--- src/rtl/spim_pkg.sv ---
package spim_pkg;
  localparam int P_DIVW = 16;
  localparam int P_LENW = 5;
  localparam int P_FW   = 2 ** P_LENW;
  localparam int P_CSW  = 2;
  localparam int P_NCS  = 2 ** P_CSW;

  localparam logic [7:0] OFS_CTL0 = 8'h00;
  localparam logic [7:0] OFS_CTL1 = 8'h04;
  localparam logic [7:0] OFS_CTL2 = 8'h08;
  localparam logic [7:0] OFS_STAT = 8'h0C;
  localparam logic [7:0] OFS_DATA = 8'h18;
  localparam logic [7:0] OFS_REV  = 8'h60;
  localparam logic [7:0] OFS_FEAT = 8'h64;

  typedef struct packed {
    logic              lsb_first;
    logic              cpol;
    logic              cpha;
    logic [P_LENW-1:0] len_m1;
    logic [P_DIVW-1:0] div;
  } shift_cfg_t;
endpackage

--- src/rtl/spim_fifo.sv ---
module spim_fifo #(
  parameter int W     = 32,
  parameter int DEPTH = 16,
  localparam int AW   = $clog2(DEPTH),
  localparam int CW   = AW + 1
) (
  input  logic          clk,
  input  logic          rst_n,
  input  logic          clr,
  input  logic          push,
  input  logic [W-1:0]  wdata,
  input  logic          pop,
  output logic [W-1:0]  rdata,
  output logic [CW-1:0] count,
  output logic          full,
  output logic          empty
);
  logic [W-1:0]  mem [DEPTH];
  logic [AW-1:0] wptr_q, rptr_q;
  logic [CW-1:0] cnt_q;
  logic          do_push, do_pop;

  assign full    = (cnt_q == CW'(DEPTH));
  assign empty   = (cnt_q == '0);
  assign do_push = push && !full;
  assign do_pop  = pop && !empty;
  assign rdata   = mem[rptr_q];
  assign count   = cnt_q;

  function automatic logic [AW-1:0] nxt(input logic [AW-1:0] p);
    return (p == AW'(DEPTH - 1)) ? '0 : p + 1'b1;
  endfunction

  always_ff @(posedge clk) begin
    if (do_push && !clr) mem[wptr_q] <= wdata;
  end

  always_ff @(posedge clk or negedge rst_n) begin
    if (!rst_n) begin
      wptr_q <= '0;
      rptr_q <= '0;
      cnt_q  <= '0;
    end else if (clr) begin
      wptr_q <= '0;
      rptr_q <= '0;
      cnt_q  <= '0;
    end else begin
      if (do_push) wptr_q <= nxt(wptr_q);
      if (do_pop)  rptr_q <= nxt(rptr_q);
      cnt_q <= cnt_q + CW'(do_push) - CW'(do_pop);
    end
  end

  AST_FULL_PUSH_IGNORED: assert property (@(posedge clk) disable iff (!rst_n)
    (push && full && !pop && !clr) |=> (count == $past(count)));
  AST_EMPTY_POP_IGNORED: assert property (@(posedge clk) disable iff (!rst_n)
    (pop && empty && !push && !clr) |=> (count == $past(count)));
  AST_COUNT_BOUND: assert property (@(posedge clk) disable iff (!rst_n)
    count <= CW'(DEPTH));
endmodule

--- src/rtl/spim_shifter.sv ---
module spim_shifter
  import spim_pkg::*;
(
  input  logic            clk,
  input  logic            rst_n,
  input  shift_cfg_t      cfg_i,
  input  logic            start_i,
  input  logic [P_FW-1:0] tx_word_i,
  input  logic            miso_i,
  output logic            active_o,
  output logic            sclk_o,
  output logic            mosi_bit_o,
  output logic            done_o,
  output logic [P_FW-1:0] rx_word_o
);
  shift_cfg_t        cfg_q;
  logic              active_q, phase_q, done_q;
  logic [P_DIVW-1:0] dcnt_q;
  logic [P_LENW:0]   hcnt_q;
  logic [P_LENW-1:0] bit_q, pos;
  logic [P_FW-1:0]   tx_q, rx_q;
  logic              half_end, last_half, lead, do_shift, do_sample;

  assign pos       = cfg_q.lsb_first ? bit_q : cfg_q.len_m1 - bit_q;
  assign half_end  = active_q && (dcnt_q == cfg_q.div);
  assign last_half = (hcnt_q == {cfg_q.len_m1, 1'b1});
  assign lead      = !hcnt_q[0];
  assign do_shift  = half_end && (cfg_q.cpha ? (lead && hcnt_q != '0) : (!lead && !last_half));
  assign do_sample = half_end && (cfg_q.cpha ? !lead : lead);

  assign active_o   = active_q;
  assign sclk_o     = active_q ? (cfg_q.cpol ^ phase_q) : cfg_i.cpol;
  assign mosi_bit_o = tx_q[pos];
  assign done_o     = done_q;
  assign rx_word_o  = rx_q;

  always_ff @(posedge clk or negedge rst_n) begin
    if (!rst_n) begin
      cfg_q    <= '0;
      active_q <= 1'b0;
      phase_q  <= 1'b0;
      done_q   <= 1'b0;
      dcnt_q   <= '0;
      hcnt_q   <= '0;
      bit_q    <= '0;
      tx_q     <= '0;
      rx_q     <= '0;
    end else begin
      done_q <= 1'b0;
      if (start_i && !active_q) begin
        cfg_q    <= cfg_i;
        active_q <= 1'b1;
        phase_q  <= 1'b0;
        dcnt_q   <= '0;
        hcnt_q   <= '0;
        bit_q    <= '0;
        tx_q     <= tx_word_i;
        rx_q     <= '0;
      end else if (active_q) begin
        if (do_sample) rx_q[pos] <= miso_i;
        if (do_shift)  bit_q <= bit_q + 1'b1;
        if (half_end) begin
          dcnt_q  <= '0;
          phase_q <= !phase_q;
          if (last_half) begin
            active_q <= 1'b0;
            done_q   <= 1'b1;
          end else begin
            hcnt_q <= hcnt_q + 1'b1;
          end
        end else begin
          dcnt_q <= dcnt_q + 1'b1;
        end
      end
    end
  end

  AST_HALF_HOLD: assert property (@(posedge clk) disable iff (!rst_n)
    (active_q && dcnt_q != cfg_q.div) |=> (phase_q == $past(phase_q)));
  AST_DONE_PULSE: assert property (@(posedge clk) disable iff (!rst_n)
    done_q |=> !done_q);
  AST_START_IDLE: assert property (@(posedge clk) disable iff (!rst_n)
    start_i |-> !active_q);
endmodule

--- src/rtl/spim_ctrl.sv ---
module spim_ctrl
  import spim_pkg::*;
#(
  parameter int          FIFO_DEPTH = 16,
  parameter logic [31:0] REV_ID     = 32'h0002_0100,
  localparam int         CW         = $clog2(FIFO_DEPTH) + 1
) (
  input  logic             clk,
  input  logic             rst_n,
  input  logic [7:0]       reg_addr,
  input  logic             reg_wr,
  input  logic             reg_rd,
  input  logic [31:0]      reg_wdata,
  output logic [31:0]      reg_rdata,
  output logic             sclk,
  output logic             mosi,
  input  logic             miso,
  output logic [P_NCS-1:0] cs_pin
);
  logic [7:0]        ctl0_q;
  logic [P_DIVW-1:0] div_q;
  logic [P_LENW-1:0] len_q;
  logic [11:0]       ctl2_q;

  wire en_w   = ctl2_q[0];
  wire txoe_w = ctl2_q[1];
  wire rxen_w = ctl2_q[7];
  wire txen_w = ctl2_q[8];
  wire cslv_w = ctl2_q[9];
  wire [P_CSW-1:0] cssel_w = ctl2_q[11:10];
  wire cslow_w = ctl0_q[5];
  wire loop_w  = ctl0_q[7];

  logic            tx_push, tx_clr, rx_pop, rx_clr, start, busy;
  logic            tx_full, tx_empty, rx_full, rx_empty;
  logic [CW-1:0]   tx_cnt, rx_cnt;
  logic [P_FW-1:0] tx_head, rx_head, frame_mask, rx_word;
  logic            sh_active, sh_done, mosi_bit, sample_in;
  shift_cfg_t      cfg;

  assign tx_push    = reg_wr && (reg_addr == OFS_DATA);
  assign tx_clr     = reg_wr && (reg_addr == OFS_CTL2) && reg_wdata[3];
  assign rx_clr     = reg_wr && (reg_addr == OFS_CTL2) && reg_wdata[2];
  assign rx_pop     = reg_rd && (reg_addr == OFS_DATA);
  assign frame_mask = {P_FW{1'b1}} >> (P_LENW'(P_FW - 1) - len_q);
  assign start      = en_w && txen_w && !tx_empty && !sh_active;
  assign busy       = sh_active || (en_w && !tx_empty);

  assign cfg.lsb_first = ctl0_q[6];
  assign cfg.cpol      = ctl0_q[1];
  assign cfg.cpha      = ctl0_q[0];
  assign cfg.len_m1    = len_q;
  assign cfg.div       = div_q;

  always_ff @(posedge clk or negedge rst_n) begin
    if (!rst_n) begin
      ctl0_q <= '0;
      div_q  <= '0;
      len_q  <= '0;
      ctl2_q <= '0;
    end else if (reg_wr) begin
      case (reg_addr)
        OFS_CTL0: ctl0_q <= reg_wdata[7:0] & 8'hE3;
        OFS_CTL1: begin
          div_q <= reg_wdata[P_DIVW-1:0];
          len_q <= reg_wdata[16 +: P_LENW];
        end
        OFS_CTL2: ctl2_q <= reg_wdata[11:0] & 12'hF83;
        default: ;
      endcase
    end
  end

  spim_fifo #(.W(P_FW), .DEPTH(FIFO_DEPTH)) u_txq (
    .clk(clk), .rst_n(rst_n), .clr(tx_clr), .push(tx_push),
    .wdata(reg_wdata[P_FW-1:0] & frame_mask), .pop(start), .rdata(tx_head),
    .count(tx_cnt), .full(tx_full), .empty(tx_empty));

  spim_fifo #(.W(P_FW), .DEPTH(FIFO_DEPTH)) u_rxq (
    .clk(clk), .rst_n(rst_n), .clr(rx_clr), .push(sh_done && rxen_w),
    .wdata(rx_word), .pop(rx_pop), .rdata(rx_head),
    .count(rx_cnt), .full(rx_full), .empty(rx_empty));

  assign mosi      = txoe_w && mosi_bit;
  assign sample_in = loop_w ? mosi : miso;

  spim_shifter u_shift (
    .clk(clk), .rst_n(rst_n), .cfg_i(cfg), .start_i(start), .tx_word_i(tx_head),
    .miso_i(sample_in), .active_o(sh_active), .sclk_o(sclk), .mosi_bit_o(mosi_bit),
    .done_o(sh_done), .rx_word_o(rx_word));

  for (genvar g = 0; g < P_NCS; g++) begin : g_cs
    wire asserted = (cssel_w == P_CSW'(g)) && cslv_w;
    assign cs_pin[g] = cslow_w ? !asserted : asserted;
  end

  always_comb begin
    reg_rdata = '0;
    case (reg_addr)
      OFS_CTL0: reg_rdata[7:0] = ctl0_q;
      OFS_CTL1: begin
        reg_rdata[P_DIVW-1:0]   = div_q;
        reg_rdata[16 +: P_LENW] = len_q;
      end
      OFS_CTL2: reg_rdata[11:0] = ctl2_q;
      OFS_STAT: begin
        reg_rdata[0]     = rx_full;
        reg_rdata[1]     = !tx_full;
        reg_rdata[2]     = busy;
        reg_rdata[8:4]   = 5'(rx_cnt);
        reg_rdata[16:12] = 5'(tx_cnt);
      end
      OFS_DATA: reg_rdata[P_FW-1:0] = rx_empty ? '0 : rx_head;
      OFS_REV:  reg_rdata = REV_ID;
      OFS_FEAT: begin
        reg_rdata[15:8]  = 8'(FIFO_DEPTH - 1);
        reg_rdata[23:16] = 8'(FIFO_DEPTH - 1);
        reg_rdata[26]    = 1'b1;
      end
      default: ;
    endcase
  end

  AST_RX_STORE: assert property (@(posedge clk) disable iff (!rst_n)
    (sh_done && rxen_w && !rx_full && !rx_clr && !rx_pop) |=> (rx_cnt == $past(rx_cnt) + 1'b1));
  AST_RX_DISCARD: assert property (@(posedge clk) disable iff (!rst_n)
    (sh_done && !rxen_w && !rx_clr && !rx_pop) |=> (rx_cnt == $past(rx_cnt)));
  AST_CS_SINGLE: assert property (@(posedge clk) disable iff (!rst_n)
    !cslow_w |-> $onehot0(cs_pin));
  AST_NO_SHIFT_OFF: assert property (@(posedge clk) disable iff (!rst_n)
    ((!en_w || !txen_w) && !sh_active) |=> !sh_active);
endmodule

--- config.mk ---
export PLATFORM = sky130hd
export DESIGN_NAME = spim_ctrl
export DESIGN_NICKNAME = d
export VERILOG_FILES = /design/src/rtl/spim_pkg.sv /design/src/rtl/spim_fifo.sv /design/src/rtl/spim_shifter.sv /design/src/rtl/spim_ctrl.sv
export SDC_FILE = /design/constraint.sdc
export NUM_CORES = 1
export LEC_CHECK = 0
export ABC_CLOCK_PERIOD_IN_PS = 3760
export BUFFER_PORTS_ARGS = -buffer_cell sky130_fd_sc_hd__buf_2
export CAP_MARGIN = 10
export CELL_PAD_IN_SITES_DETAIL_PLACEMENT = 0
export CELL_PAD_IN_SITES_GLOBAL_PLACEMENT = 1
export CORE_MARGIN = 2
export CORE_UTILIZATION = 32
export DETAILED_ROUTE_END_ITERATION = 8
export PLACE_DENSITY = 0.49
export SLEW_MARGIN = 40
export SYNTH_ARGS = -nofsm -noshare
export SYNTH_HDL_FRONTEND = slang
export SYNTH_HIERARCHICAL = 1
export SYNTH_SLANG_ARGS = --single-unit
--- constraint.sdc ---
create_clock -name clk -period 3.76 [get_ports clk]
set_clock_uncertainty 0.2 [all_clocks]
set_input_delay 0.376 -clock clk [delete_from_list [all_inputs] [get_ports clk]]
set_output_delay 0.376 -clock clk [all_outputs]
set_load 0.03 [all_outputs]
; ---- Word-level counts from Yosys, hierarchy flattened
; Memories as Yosys holds them, arrays and structs flattened. A register that Yosys moved wholly into a read port is not among the register bits.
; Index checks and enable logic that the tools add are counted.
[classes]
muxes = 68
n_reduce_logical = 65
magnitude_cmp = 2
add_sub_neg = 13
bitwise = 2
shift = 1
eq_ne = 18
[op_table]
columns = op, n
row1 = 2-to-1 mux 32 bit, 4
row2 = 2-to-1 mux 16 bit, 3
row3 = 2-to-1 mux 4 bit, 12
row4 = 2-to-1 mux 5 bit, 7
row5 = bitwise AND 32 bit, 1
row6 = bitwise mux 32 bit, 1
row7 = "right shift 32 x 5 -> 32 bit, first input constant", 1
row8 = logical AND 1 bit, 28
row9 = 2-to-1 mux 1 bit, 25
row10 = 2-to-1 mux 6 bit, 4
row11 = case mux 4 bit (5 select lines), 1
row12 = case mux 5 bit (4 select lines), 1
row13 = "adder 16 x 1 -> 16 bit, second input constant", 1
row14 = "adder 4 x 1 -> 4 bit, second input constant", 4
row15 = equality test 16 bit, 1
row16 = "equality test 4 bit, second input constant", 4
row17 = "equality test 8 x 4 -> 1 bit, second input constant", 2
row18 = "equality test 8 x 7 -> 1 bit, second input constant", 2
row19 = case mux 4 bit (4 select lines), 1
row20 = nonzero test 2 bit, 8
row21 = zero test 1 bit, 15
row22 = case mux 3 bit (5 select lines), 1
row23 = case mux 3 bit (4 select lines), 1
row24 = AND reduction 2 bit, 6
row25 = 29 further kinds, 35
[word_totals]
reg_bits = 145
wordCells = 193
mem_bits_rw = 1024
inputBits = 45
memories = 2
[memory_table]
columns = memory, words, word_bits, rd, rd_clocked_by_memory_dff, wr, line
row1 = u_rxq.mem, 16, 32, 1, 0, 1, spim_fifo.sv:18  ; logic [W-1:0] mem [DEPTH];
row2 = u_txq.mem, 16, 32, 1, 1, 1, spim_fifo.sv:18

; ---- Depth between registers and ports, before layout
[depth]
depth_word = 10
mapped_depth = 17
ltp_nobuf = 17

; ---- Modules after synthesis
; Netlist, hierarchy kept.
[modules_own_cells]
columns = module, cells_each, instances, area_per_inst_um2, seq_area_each_um2
row1 = spim_fifo, 1028, 2, 20452.1, 15700.1
row2 = spim_shifter, 641, 1, 6084.6, 2952.8
row3 = spim_ctrl, 265, 1, 2643.8, 825.8

; ---- Worst setup path after synthesis
; No wires, ideal clock.
[synth_path]
path_kind = input to register
from = input reg_addr[3]
to = memory u_txq.mem[0][0] (enable)
n_path_buf = 1
path_stages = 7
path_slack_ns = -0.797
required_time_ns = 3.099
arrival_time_ns = 3.896
cell_sequence = buf_2 > nor4b_4 > and2_1 > and3_1 > nor3b_1 > nand2_1 > nor3_1
[synth_between]
word_cells_on_any_way = 10
cone_classes = eq/ne (2) / mux (2) / reduce/logical (6)
[synth_lines]
columns = element, line
row1 = "start, declared", spim_ctrl.sv:10  ; input logic [7:0] reg_addr,
row2 = equality test 8 x 5 -> 1 bit, spim_ctrl.sv:41  ; assign tx_push = reg_wr && (reg_addr == OFS_DATA);
row3 = logical AND 1 bit, spim_ctrl.sv:41
row4 = named net tx_push, spim_ctrl.sv:34  ; logic tx_push, tx_clr, rx_pop, rx_clr, start, busy;
row5 = logical AND 1 bit, spim_fifo.sv:25  ; assign do_push = push && !full;
row6 = logical AND 1 bit, spim_fifo.sv:35  ; if (do_push && !clr) mem[wptr_q] <= wdata;
row7 = 2-to-1 mux 1 bit, spim_fifo.sv:35
row8 = 2-to-1 mux 1 bit (not written as such), spim_fifo.sv:35
row9 = "end, declared", spim_fifo.sv:18
; The timed path passes the listed nets, and every way through them passes these cells.

; ---- Final worst setup path
[layout_path]
from = register u_shift/cfg_q[16] (netlist name)
to = output mosi
[layout_between]
elab_chain_len = 5
[layout_rtl]
columns = element, line
row1 = "start, declared", spim_shifter.sv:16  ; shift_cfg_t cfg_q;
row2 = "start signal, assigned", spim_shifter.sv:51  ; cfg_q <= cfg_i;
row3 = subtractor 5 bit, spim_shifter.sv:24  ; assign pos = cfg_q.lsb_first ? bit_q : cfg_q.len_m1 - bit_q;
row4 = 2-to-1 mux 5 bit, spim_shifter.sv:24
row5 = binary-select mux 1 bit (select 5 bit), spim_shifter.sv:33  ; assign mosi_bit_o = tx_q[pos];
row6 = 2-to-1 mux 1 bit (not written as such), spim_shifter.sv:33
row7 = named net mosi_bit, spim_ctrl.sv:38  ; logic sh_active, sh_done, mosi_bit, sample_in;
row8 = logical AND 1 bit, spim_ctrl.sv:84  ; assign mosi = txoe_w && mosi_bit;
row9 = "end, declared", spim_ctrl.sv:16  ; output logic mosi,
; The timed path passes the listed nets, and every way through them passes these cells. The select of a mux whose other input is x is not followed.

==> run metrics <==
outcome complete, but fails checks; failing checks setup timing; Yosys reg bits 1,201; DRC Markers 0; pre-CTS WS 0.07944 ns; Top FF cell, synth edfxtp_1; grt met1 use 0.2439; Die H 397.8 um; post-synthesis cell type count 82; Pleak 22.70 nW; sw frac 0.2280; Synth Cell Area 0.04963 mm2; critical-path maximum fanout 6; Tot GR Track Use 0.1872; DR vias 27,735; fin area 0.05966 mm2; Mean Syn Cell Area 16.76 um2; clock buffer depth 3; Area after DPL 0.05372 mm2; Layout area overhead 20.21%; WHS 0.07587 ns; Gate power share 0.079; CP Launch Type flip-flop; period utilisation layout 1.029; number of flops mapped to enable cells by yosys 1,024; Critical Path RT 3.18 ns; crit end category primary output; final wirelength 148,500 um; nets@finish 3,318; Post-Syn Nets 3,040; initial DRC count 1,853; CTS tree built; post-detailed-route wirelength per cell 27.51 um; met3 Resource Use GR 0.04091; drt first pass iters 7; max-cap violations 0; FILL cells 14,170; largest net degree at the start of global routing 92; CTS H-Tree Depth 4; reg2reg end u_shift/rx_word_o[0]; core area 0.1540 mm2; WP data arrival 3.29 ns; TritonCTS Sinks 1,201; yosys warns 6; WS Path Type flip-flop to primary output; setup TNS -0.1088 ns; Pint 23.56 mW; Via density 5.139; vias in the first global route 28,750; met2 Use GR 0.3148; Peak VDD IR 0.3605 mV; Gate Count Post-Synth 2,962; Initial Util 0.3222; power share of the clock group 0.440; CTS root buffer clkbuf_16; clock buffer count from CTS 136; hold violation count in the final report 0; layout cell share with drive strength beyond 1 0.2299; detailed placer's ending HPWL 88,340 um; Synth top area share 0.6195; final setup margin -0.1088 ns; Remaining Overflow, GRT 0; Synth async-reset ratio 0.1474; Site Rows 144; sequential-to-total area share from yosys stat 0.7088; crit path launch u_shift/cfg_q[16]; GR peak layer met2; R2R cell count 15; # setup viols final 1; RePlAce Congestion 0.8157; leading area contributor after synthesis edfxtp_1; hold crit path type input port to flip-flop; relative slew slack 0.4144; Synth area leaders edfxtp_1, dfrtp_1, mux4_2, mux2i_1, nand2_1; R2R Path Start u_shift/cfg_q[16]; initial antenna violation count 17; fmax 258.5 MHz; final-report max-slew violation count 0; flop2flop setup slack 0.19 ns; IO buf count 82; I/O pin cnt 83; clk slew on worst S/H paths 0.06 ns; chip width 397.8 um; Worst Max-Slew Pin Slew 0.8722 ns; Net Switching 6.958 mW; Final ANT Viol Nets 0; RSZ-0062 raised after global routing true; Seq pwr share 0.481; Setup crit end mosi; DIE AREA 0.1583 mm2; global-route wire length before repair 210,400 um; clk_lat worst skew 0.76 ns; Final Critical Period 3.869 ns; Pwr Density 511.5 mW/mm2
per-layer routing:
| layer | up-vias | wire, um |
|---|---|---|
| met1 | 14650 | 63580 |
| met3 | 178 | 8534 |
| met2 | 670 | 73140 |
| met4 | 8 | 3168 |
| met5 | - | 57 |
| li1 | 12229 | - |
registers in the layout (all words and copies together) (netlist names), 4 cells and up:
name,count
u_shift/hcnt_q,6
u_txq/count,5
u_txq/rptr_q,4
u_rxq/count,5
ctl0_q,5
u_shift/rx_word_o,32
len_q,5
u_txq/mem,512
u_shift/cfg_q,24
u_rxq/rptr_q,4
u_txq/wptr_q,4
u_rxq/wptr_q,4
u_shift/bit_q,5
u_rxq/mem,512
div_q,16
ctl2_q,7
u_shift/tx_q,32
u_shift/dcnt_q,16
cells in the final DEF, fill, tap and decap left out, types with 10 or more instances in the layout:
master	count
dlygate4sd3_1	32
clkbuf_16	146
o21ai_0	64
nor3_4	10
bufinv_16	14
clkbuf_1	37
and2_1	15
xor2_1	24
clkinv_1	20
buf_12	52
a21oi_1	26
a221oi_2	26
buf_2	66
inv_1	41
dfrtp_1	171
and3_1	17
mux2i_1	290
clkinv_2	10
mux4_2	135
buf_6	22
mux2_1	12
ha_1	27
nand2_1	328
nand3_1	42
xnor2_1	30
buf_4	108
nor2b_1	21
nand4_1	12
edfxtp_1	1024
mux2_4	22
nor2_1	58
a22oi_1	59
nor2_4	24
nor3_1	17
a221oi_1	102
synthesized netlist by cell type, types with 11 or more instances:
library cell  count
a22oi_1          68
o21ai_0          71
nand3_1          45
xor2_1           24
inv_1            44
edfxtp_1       1024
buf_2            41
a221o_1          11
clkbuf_1         65
mux4_2          134
nor3_1           27
dfrtp_1         177
ha_1             30
mux2_1           12
and3_1           17
nor2_1           84
mux2_4           20
xnor2_1          30
nand2_1         336
a221oi_1        128
and2_1           18
nor2b_1          24
mux2i_1         297
buf_4            14
nand4_1          12
a21oi_1          29
buf_6            34
worst min-delay path by stage:
stage	depth (start not counted)	start	to	slack, ns
after floorplan	0	rst_n	ctl0_q[0]	-0.12
after global placement	2	u_shift/tx_q[20]	u_shift/tx_q[20]	0.28
after detailed placement	1	rst_n	u_shift/dcnt_q[0]	0.19
after CTS	5	miso	u_shift/rx_word_o[8]	0.005
after global routing	5	miso	u_shift/rx_word_o[14]	0.05
final	5	miso	u_shift/rx_word_o[29]	0.08
power by group through the flow:
stage | logic [mW] | registers (mW) | clock network, mW
after CTS | 2.41 | 14.7 | 13.8
final | 2.40 | 14.7 | 13.4
after global placement | 2.24 | 14.9 | 0
after detailed placement | 2.26 | 15.0 | 0
after global routing | 2.59 | 14.7 | 14.3
after floorplan | 1.58 | 14.8 | 0
what timing repair did:
| item | CTS | global route |
|---|---|---|
| gates cloned | 10 | 2 |
| endpoints found under the hold margin | 390 | 0 |
| buffers inserted | 22 | 7 |
| setup endpoints to repair | 24 | 21 |
| pin swaps | 25 | 36 |
| gates resized for setup | 73 | 69 |
| hold buffers | 32 | 0 |
critical path: stages, from the launching register on:
cell and delay, ns:
dfrtp_1 0.38, inv_2 0.08, ha_4 0.14, inv_2 0.04, fa_1 0.46, mux2_4 0.34, mux4_2 0.30, a22o_1 0.23
nor3_2 0.15, a31oi_1 0.07, and2_4 0.21, buf_6 0.14
stage by stage:
stage                     power (mW)    util  cells
final                          30.52  0.3873   5397
after global routing           31.59  0.3872   5393
after global placement         17.18  0.3486   5075
after CTS                      30.88  0.3851   5385
after detailed placement       17.21  0.3487   5075
after floorplan                16.41       -   2962
final cells by class:
type,count,area (um2),area share
Multi-Input combinational cell,1556,13970,0.2341
Sequential cell,1201,35200,0.5899
Timing Repair Buffer,299,3228,0.05410
Clock buffer,189,3841,0.06438
Inverter,46,172.7,0.002894
Tap cell,2044,2557,0.04286
Antenna cell,4,10.01,0.0001678
Clock inverter,58,691.9,0.01160
cells by family (layout without fill, tap and decap cells):
logic type	Yosys count	after routing	synth area share
and+or+nand+nor	630	631	0.06169
AOI/OAI and AO/OA	362	362	0.05412
other	0	4	0
buffers and inverters	206	592	0.02337
muxes	475	475	0.1334
adders and majority gates	33	33	0.008773
xor gates and xnor gates	55	55	0.009857
DFF	1201	1201	0.7088
Note: power is estimated with default switching activity, not from simulation.
